File: src/rtl/pwm_timebase_pkg.sv
package pwm_timebase_pkg;

    typedef enum logic [1:0] {
        ST_HOLD  = 2'd0,
        ST_RUN   = 2'd1,
        ST_PAUSE = 2'd2
    } tmr_state_e;

    // Configuration word layout
    localparam int BIT_UPD  = 26;
    localparam int BIT_SEL  = 25;
    localparam int BIT_CLR  = 24;
    localparam int BIT_HALT = 23;
    localparam int DIV_LSB  = 5;
    localparam int DIV_W    = 18;
    localparam int LIM_W    = 5;
    localparam int FRAC_W   = 8;
    localparam int CFG_W    = 32;

endpackage

File: src/rtl/pwm_timebase_cfg.sv
module pwm_timebase_cfg
    import pwm_timebase_pkg::*;
(
    input  logic                clk,
    input  logic                rst_n,
    input  logic                wr_en,
    input  logic [CFG_W-1:0]    wr_data,
    output logic [CFG_W-1:0]    cfg_q,
    output logic [DIV_W-1:0]    div_sh,
    output logic [LIM_W-1:0]    lim_sh
);

    always_ff @(posedge clk or negedge rst_n) begin
        if (!rst_n) begin
            cfg_q  <= '0;
            div_sh <= '0;
            lim_sh <= '0;
        end else begin
            if (cfg_q[BIT_UPD]) begin
                div_sh <= cfg_q[DIV_LSB +: DIV_W];
                lim_sh <= cfg_q[LIM_W-1:0];
            end
            if (wr_en) begin
                cfg_q <= wr_data;
            end else if (cfg_q[BIT_UPD]) begin
                cfg_q[BIT_UPD] <= 1'b0;
            end
        end
    end

endmodule

File: src/rtl/pwm_timebase_frac_div.sv
module pwm_timebase_frac_div #(
    parameter int DIV_W  = 18,
    parameter int FRAC_W = 8
) (
    input  logic              clk,
    input  logic              rst_n,
    input  logic              clear,
    input  logic              advance,
    input  logic [DIV_W-1:0]  div_set,
    output logic              tick
);

    localparam int ACC_W = DIV_W + 1;
    localparam logic [ACC_W-1:0] ONE = ACC_W'(1) << FRAC_W;

    logic [ACC_W-1:0] acc_q;
    logic [ACC_W-1:0] div_eff;
    logic [ACC_W-1:0] sum;

    assign div_eff = ({1'b0, div_set} < ONE) ? ONE : {1'b0, div_set};
    assign sum     = acc_q + ONE;
    assign tick    = advance && (sum >= div_eff);

    always_ff @(posedge clk or negedge rst_n) begin
        if (!rst_n) begin
            acc_q <= '0;
        end else if (clear) begin
            acc_q <= '0;
        end else if (advance) begin
            acc_q <= tick ? (sum - div_eff) : sum;
        end
    end

endmodule

File: src/rtl/pwm_timebase_range_cnt.sv
module pwm_timebase_range_cnt #(
    parameter int CNT_W = 20,
    parameter int LIM_W = 5
) (
    input  logic              clk,
    input  logic              rst_n,
    input  logic              clear,
    input  logic              step,
    input  logic [LIM_W-1:0]  lim,
    output logic [CNT_W-1:0]  cnt,
    output logic              wrap
);

    logic [LIM_W-1:0] exp_eff;
    logic [CNT_W-1:0] top_val;

    assign exp_eff = (32'(lim) > CNT_W) ? LIM_W'(CNT_W) : lim;

    for (genvar i = 0; i < CNT_W; i++) begin : g_mask
        assign top_val[i] = (32'(exp_eff) > i);
    end

    always_ff @(posedge clk or negedge rst_n) begin
        if (!rst_n) begin
            cnt  <= '0;
            wrap <= 1'b0;
        end else if (clear) begin
            cnt  <= '0;
            wrap <= 1'b0;
        end else begin
            wrap <= 1'b0;
            if (step) begin
                if (cnt == top_val) begin
                    cnt  <= '0;
                    wrap <= 1'b1;
                end else begin
                    cnt <= cnt + CNT_W'(1);
                end
            end
        end
    end

endmodule

File: src/rtl/pwm_timebase.sv
module pwm_timebase
    import pwm_timebase_pkg::*;
#(
    parameter int CNT_W = 20
) (
    input  logic              clk,
    input  logic              rst_n,
    input  logic              slow_tick,
    input  logic              ref_tick,
    input  logic              cfg_we,
    input  logic [31:0]       cfg_wdata,
    output logic [CNT_W-1:0]  cnt,
    output logic              wrap
);

    logic [CFG_W-1:0] cfg_q;
    logic [DIV_W-1:0] div_sh;
    logic [LIM_W-1:0] lim_sh;
    tmr_state_e       state_q, state_d;
    logic             run_en, clear_en;
    logic             src_tick, div_tick;

    pwm_timebase_cfg u_cfg (
        .clk     (clk),
        .rst_n   (rst_n),
        .wr_en   (cfg_we),
        .wr_data (cfg_wdata),
        .cfg_q   (cfg_q),
        .div_sh  (div_sh),
        .lim_sh  (lim_sh)
    );

    // State register
    always_ff @(posedge clk or negedge rst_n) begin
        if (!rst_n) state_q <= ST_HOLD;
        else        state_q <= state_d;
    end

    // Next state
    always_comb begin
        state_d = state_q;
        unique case (state_q)
            ST_HOLD: begin
                if (!cfg_q[BIT_CLR])
                    state_d = cfg_q[BIT_HALT] ? ST_PAUSE : ST_RUN;
            end
            ST_RUN: begin
                if (cfg_q[BIT_CLR])       state_d = ST_HOLD;
                else if (cfg_q[BIT_HALT]) state_d = ST_PAUSE;
            end
            ST_PAUSE: begin
                if (cfg_q[BIT_CLR])        state_d = ST_HOLD;
                else if (!cfg_q[BIT_HALT]) state_d = ST_RUN;
            end
            default: state_d = ST_HOLD;
        endcase
    end

    // State outputs
    always_comb begin
        run_en   = 1'b0;
        clear_en = 1'b0;
        unique case (state_q)
            ST_HOLD:  clear_en = 1'b1;
            ST_RUN:   run_en   = 1'b1;
            ST_PAUSE: ;
            default:  clear_en = 1'b1;
        endcase
    end

    assign src_tick = cfg_q[BIT_SEL] ? slow_tick : ref_tick;

    pwm_timebase_frac_div #(
        .DIV_W  (DIV_W),
        .FRAC_W (FRAC_W)
    ) u_div (
        .clk     (clk),
        .rst_n   (rst_n),
        .clear   (clear_en),
        .advance (run_en && src_tick),
        .div_set (div_sh),
        .tick    (div_tick)
    );

    pwm_timebase_range_cnt #(
        .CNT_W (CNT_W),
        .LIM_W (LIM_W)
    ) u_cnt (
        .clk   (clk),
        .rst_n (rst_n),
        .clear (clear_en),
        .step  (div_tick),
        .lim   (lim_sh),
        .cnt   (cnt),
        .wrap  (wrap)
    );

endmodule

File: config.mk
export PLATFORM = sky130hd
export DESIGN_NAME = pwm_timebase
export DESIGN_NICKNAME = d
export VERILOG_FILES = /design/src/rtl/pwm_timebase_pkg.sv /design/src/rtl/pwm_timebase_cfg.sv /design/src/rtl/pwm_timebase_frac_div.sv /design/src/rtl/pwm_timebase_range_cnt.sv /design/src/rtl/pwm_timebase.sv
export SDC_FILE = /design/constraint.sdc
export NUM_CORES = 1
export LEC_CHECK = 0
export BUFFER_PORTS_ARGS = -buffer_cell sky130_fd_sc_hd__buf_2
export CORE_MARGIN = 3
export CORE_UTILIZATION = 55
export DETAILED_ROUTE_END_ITERATION = 16
export PLACE_DENSITY = 0.78
export SETUP_SLACK_MARGIN = 0.02
export SLEW_MARGIN = 10
export SYNTH_ARGS = -nofsm -noshare
export SYNTH_HDL_FRONTEND = slang
export SYNTH_HIERARCHICAL = 1
export SYNTH_SLANG_ARGS = --single-unit
File: constraint.sdc
create_clock -name clk -period 4.57 [get_ports clk]
set_input_delay 0 -clock clk [delete_from_list [all_inputs] [get_ports clk]]
set_output_delay 0 -clock clk [all_outputs]
set_load 0.01 [all_outputs]
==> impl_metrics.py, run 1 <==
metrics = {
    "synth": {
        "syn_avg_cell_area_um2": 9.62,
        "syn_area_um2": 6070,
        "synth_warnings": 6,
        "syn_inst": 631,
        "synthesis.nets": 693,
    },
    "cts": {
        "root_buffer": "clkbuf_8",
        "post_cts_buffers": 0,
        "clk_pin_slew_ps": 90,
        "worstSkewPairLatency_ps": 360,
        "ctsHoldBuffers": 29,
        "cts_sinks": 92,
        "cts_tree": "done",
        "clk_path_buf_depth": 2,
        "htree_levels": 3,
        "cts_inserted_buffers": 9,
        "cts_resized": 0,
    },
    "critical_path": {
        "cp.arrival_ps": 4280,
        "crit_required_ps": 4840,
        "path_cells": "nor4_1 > nand3_1 > and2_1 > ha_1 > nand3b_1 > nand2_1 > a21oi_1 > o21a_1 > o21ai_4 > nand2_4 > inv_1 > nand4_1 > nor2_1 > nand4_1 > nor3_1 > o21ai_0 > a21oi_1",
        "crit_buf_inv": 1,
        "critPathMaxStageDelay_ps": 450,
        "slowest_stage": "nor4_1",
        "end_kind": "register",
        "cpLargestDelayFamily": "simple AND/OR/NAND/NOR gates",
        "critPathKind": "reg2reg",
        "worstSetupStartpointType": "register",
        "cp_max_fo": 9,
    },
    "pwr": {
        "peakVddDrop_v": 0.000327,
        "p_leak_nw": 3.06,
        "p_per_area_nw_per_um2": 357,
    },
    "sta": {
        "period_needed_ps": 4010,
        "maxSlewViolCount": 0,
        "fin_skew_ps": 9.54,
        "worst_pin_slew_ps": 1120,
        "final-setup-viol-count": 0,
        "rsz0062_at_grt": "no",
        "fin_tns_setup_ps": 0,
        "fin_ws_ps": 561,
        "hold_violations": 0,
        "slew_headroom": 0.255,
        "fmax_mhz": 249,
        "finalCritPeriodShare": 0.877,
    },
    "global_routing": {
        "grt_pass1_vias": 4962,
        "gr-max-usage-layer": "met2",
        "track_usage": 0.221,
        "grt_pass1_wl_mm": 23.1,
        "antenna_found_initial": 0,
        "grt_max_degree": 90,
        "grt-ovfl-total": 0,
        "grt_use_met2": 0.351,
        "grt.met3_usage": 0.0355,
        "grtUsageMet1": 0.311,
    },
    "route": {
        "finalWirelength_mm": 13.5,
        "wl_per_cell_um": 16.2,
        "ant_nets": 0,
        "drt_iter0_drc": 437,
        "num_vias": 5027,
        "first_pass_iters": 5,
        "drcViolationCount": 0,
        "avgViaCountPerCell": 6.03,
    },
    "place": {
        "io_buffers": 52,
        "gp_congestion": 0.863,
        "dp_cells": 788,
        "hpwl_mm": 9.28,
        "pre_cts_ws_ps": 662,
    },
    "floorplan": {
        "start_util": 0.578,
        "die_area_um2": 12300,
        "die_w_um": 111,
        "coreArea_um2": 10500,
        "rows": 37,
        "fp.dieH_um": 111,
        "ios": 58,
    },
    "layout": {
        "instances_no_fill": 833,
        "final_cell_mix": "dfrtp_1, nand2_1, buf_2, a21oi_1, nor2_1",
        "fillers": 812,
        "n_antenna_cell": 0,
        "syn2layout_area_growth_pct": 12.2,
        "final_common_cell": "dfrtp_1",
        "nNetsFinal": 754,
        "drive_above_1_share": 0.198,
    },
    "run_status": {
        "status": "complete, no violations",
    },
    "job": {
        "max_cap_viol_count": 0,
    },
    "worst_hold_path": {
        "hold_path_class": "in2reg",
    },
}
[through the flow]
| stage | hold WS (ps) | area, µm² | util | power [W] |
|---|---|---|---|---|
| 5_1_grt | 376 | 6810 | 0.648 | 0.00258 |
| 6_report | 308 | 6810 | 0.648 | 0.00243 |
| 3_3_place_gp | -202 | 6300 | 0.599 | 0.00176 |
| 3_5_place_dp | -200 | 6300 | 0.599 | 0.00181 |
| 2_1_floorplan | -296 | 6070 | - | 0.00163 |
| 4_1_cts | 308 | 6810 | 0.648 | 0.00244 |
[final timing paths]
check                                        startpoint                          end  slack, ps  depth (start not counted)
max reg2reg                u_cfg/div_sh[14]$_DFFE_PN0P_    u_cnt/cnt[19]$_DFFE_PN0P_        560                         17
min                                            ref_tick   u_div/acc_q[9]$_DFFE_PN0P_        310                          5
min in group asynchronous                         rst_n  u_div/acc_q[14]$_DFFE_PN0P_        480                          3
max in group asynchronous                         rst_n  u_cfg/lim_sh[4]$_DFFE_PN0P_       3390                          3
min reg2reg                 u_cfg/div_sh[0]$_DFFE_PN0P_  u_cfg/div_sh[0]$_DFFE_PN0P_        510                          1
max                        u_cfg/div_sh[14]$_DFFE_PN0P_    u_cnt/cnt[19]$_DFFE_PN0P_        560                         17
[metal layers]
| layer | routed length [µm] | part of all wire |
|---|---|---|
| met2 | 6290 | 0.47 |
| met5 | 0 | 0 |
| met3 | 885 | 0.066 |
| met1 | 6080 | 0.45 |
| met4 | 212 | 0.016 |
[worst reg2reg max path: stages (launching register included)]
cell and delay, ps:
dfrtp_1 400, nor4_1 450, nand3_1 340, and2_1 280, ha_1 190, nand3b_1 180, nand2_1 130, a21oi_1 120
o21a_1 220, o21ai_4 160, nand2_4 120, inv_1 100, nand4_1 240, nor2_1 310, nand4_1 230, nor3_1 210
o21ai_0 110, a21oi_1 150
[where the power goes]
group	leakage [nW]	internal (W)	switching [W]
sequential	1.17	0.000895	0.000107
clock	0.110	0.000325	0.000291
combinational	1.78	0.000358	0.000458
total	3.06	0.00158	0.000856
[cell type report]
| cell class | count | area, µm² | area share |
|---|---|---|---|
| well taps | 136 | 170 | 0.0250 |
| clock buffers | 11 | 141 | 0.0207 |
| multi-input cells | 474 | 3420 | 0.501 |
| inverters | 29 | 109 | 0.0160 |
| flip-flops and latches | 92 | 2300 | 0.338 |
| clock inverters | 5 | 85.1 | 0.0125 |
| repair buffers | 86 | 591 | 0.0867 |
[state kept, by name, indices dropped and copies added, names as in the netlist]
name and count:
u_cfg/div_sh 18, u_cnt/cnt 20, state_q 2, u_cfg/cfg_q 27, u_cfg/lim_sh 5, u_div/acc_q 19, u_cnt/wrap 1
Power figures use the tool's default switching activity.
==> inputs of run 2 (changes only) <==
--- a/config.mk
+++ b/config.mk
@@ -7,9 +7,11 @@
 export LEC_CHECK = 0
 export BUFFER_PORTS_ARGS = -buffer_cell sky130_fd_sc_hd__buf_2
 export CORE_MARGIN = 3
-export CORE_UTILIZATION = 55
+export CORE_UTILIZATION = 23
+export CTS_BUF_LIST = sky130_fd_sc_hd__clkbuf_4 sky130_fd_sc_hd__clkbuf_8
 export DETAILED_ROUTE_END_ITERATION = 16
-export PLACE_DENSITY = 0.78
+export PLACE_DENSITY = 0.41
+export RECOVER_POWER = 25
 export SETUP_SLACK_MARGIN = 0.02
 export SLEW_MARGIN = 10
 export SYNTH_ARGS = -nofsm -noshare
==> run 2 against run 1 <==
  * The flow now finishes with violations (capacitance limit, slew limit)
  * Clock power up 13%
  * Sequential power barely moved
  * Flip-flop and latch count did not move
  * Critical path depth did not move
  * Die area grew 130%
  * Clock-buffer cell count is 1 lower
  * Final cell count increased by 23%
  * Hold slack better by 51 ps
  * Global-route usage shrank 11 points
  * Setup slack got worse by 62 ps
  * Critical path type unchanged
==> impl_metrics.py, run 2 (same netlist as run 1, synthesis figures left out) <==
metrics = {
    "run_status": {
        "status": "finished with violations",
        "violations": "capacitance limit, slew limit",
    },
    "cts": {
        "cts_inserted_buffers": 9,
        "cts_tree": "done",
        "post_cts_buffers": 0,
        "clk_pin_slew_ps": 110,
        "clk_path_buf_depth": 2,
        "cts_resized": 0,
        "cts_sinks": 92,
        "htree_levels": 3,
        "root_buffer": "clkbuf_8",
        "worstSkewPairLatency_ps": 390,
    },
    "critical_path": {
        "end_kind": "register",
        "worstSetupStartpointType": "register",
        "regToRegSetupSlack_ps": 500,
        "cp.arrival_ps": 4370,
        "ff2ff_path_depth": 17,
        "critPathKind": "reg2reg",
        "cp_max_fo": 9,
        "crit_required_ps": 4870,
    },
    "sta": {
        "slew_headroom": -0.936,
        "fmax_mhz": 246,
        "fin_skew_ps": 18.0,
        "fin_tns_setup_ps": 0,
        "finalCritPeriodShare": 0.891,
        "worst_pin_slew_ps": 2900,
        "rsz0062_at_grt": "no",
        "final-setup-viol-count": 0,
        "period_needed_ps": 4070,
        "maxSlewViolCount": 80,
        "hold_violations": 0,
    },
    "route": {
        "first_pass_iters": 4,
        "avgViaCountPerCell": 4.69,
        "num_vias": 4813,
        "finalWirelength_mm": 15.3,
        "drt_iter0_drc": 243,
        "ant_nets": 0,
        "drcViolationCount": 0,
        "wl_per_cell_um": 14.9,
    },
    "floorplan": {
        "rows": 58,
        "die_area_um2": 28400,
        "fp.dieH_um": 168,
        "ios": 58,
        "start_util": 0.238,
        "coreArea_um2": 25500,
        "die_w_um": 168,
    },
    "global_routing": {
        "grt_pass1_wl_mm": 25.3,
        "grt_max_degree": 52,
        "grt-ovfl-total": 0,
        "track_usage": 0.109,
        "antenna_found_initial": 0,
        "grt_pass1_vias": 4800,
    },
    "layout": {
        "largest_reg_flops": 27,
        "regMostFlops": "u_cfg/cfg_q",
        "syn2layout_area_growth_pct": 16.5,
        "fillers": 2734,
        "drive_above_1_share": 0.198,
        "instances_no_fill": 1027,
        "nNetsFinal": 754,
        "fin_util": 0.277,
        "reg.largest.list": "u_cfg/cfg_q x27, u_cnt/cnt x20, u_div/acc_q x19",
        "n_antenna_cell": 0,
        "final_cell_mix": "dfrtp_1, nand2_1, buf_2, a21oi_1, nor2_1",
        "fin_area_um2": 7070,
        "final_common_cell": "dfrtp_1",
    },
    "place": {
        "dp_cells": 983,
        "hpwl_mm": 10.5,
        "io_buffers": 52,
        "gp_congestion": 0.778,
        "placed_area_um2": 6550,
    },
    "job": {
        "max_cap_viol_count": 2,
    },
    "pwr": {
        "p_leak_nw": 3.07,
        "p_per_area_nw_per_um2": 357,
        "total_power_w": 0.00252,
        "peakVddDrop_v": 0.000187,
    },
    "worst_hold_path": {
        "hold_path_class": "in2reg",
        "hold_path_depth": 6,
    },
}
==> run 2: cell types whose count changed in the layout (fill, tap and decap cells not counted), sizes merged <==
cell,change
clkbuf,+1
dlygate4sd3,-1
bufinv,+1
buf,-1
==> run 2: path summary, 6_finish.rpt <==
kind	from	end
min in group asynchronous	rst_n	u_cnt/cnt[11]$_DFFE_PN0P_
hold reg to reg	u_cfg/cfg_q[18]$_DFFE_PN0P_	u_cfg/div_sh[13]$_DFFE_PN0P_
setup reg to reg	u_cfg/div_sh[14]$_DFFE_PN0P_	u_cnt/cnt[19]$_DFFE_PN0P_
setup / recovery	u_cfg/div_sh[14]$_DFFE_PN0P_	u_cnt/cnt[19]$_DFFE_PN0P_
hold / removal	ref_tick	u_div/acc_q[5]$_DFFE_PN0P_
max in group asynchronous	rst_n	u_div/acc_q[3]$_DFFE_PN0P_
==> run 2: per-layer routing <==
layer,GRT usage,vias to the layer above,wire length (µm)
li1,-,2407,-
met1,0.152,2329,7600
met2,0.176,69,7010
met5,0,-,0
met4,0.0235,0,146
met3,0.0217,8,503
==> run 2: worst max-delay path: stages, from the launching register on <==
cell	delay [ps]
dfrtp_1	410
nor4_1	470
nand3_1	380
and2_1	290
ha_1	180
nand3b_1	180
nand2_1	140
a21oi_1	130
o21a_1	210
o21ai_4	150
nand2_4	120
inv_1	130
nand4_1	150
nor2_1	310
nand4_1	240
nor3_1	220
o21ai_0	110
a21oi_1	150
==> run 2: timing repair <==
action                     CTS  global route
setup endpoints to repair    0             0
hold endpoints to repair    77             0
hold buffers                28             0
==> run 2: area by class of cell <==
class / instances / area (µm²) / area share
Clock buffer: 10 / 138 / 0.0195
Multi-Input combinational cell: 474 / 3420 / 0.483
Timing Repair Buffer: 86 / 583 / 0.0824
Sequential cell: 92 / 2300 / 0.326
Tap cell: 330 / 413 / 0.0584
Inverter: 29 / 109 / 0.0154
Clock inverter: 6 / 111 / 0.0157
==> run 2: through the flow <==
stage | setup slack (ps) | hold WS (ps)
after floorplan | 906 | -296
after detailed placement | 462 | 83.3
after CTS | 405 | 203
final | 500 | 359
after global routing | 80.5 | 363
after global placement | 442 | 86.7
==> run 2: report_power, final <==
part / internal, W / total (W) / switching (W)
combinational: 0.000358 / 0.000820 / 0.000463
clock: 0.000379 / 0.000696 / 0.000317
sequential: 0.000894 / 0.00101 / 0.000112
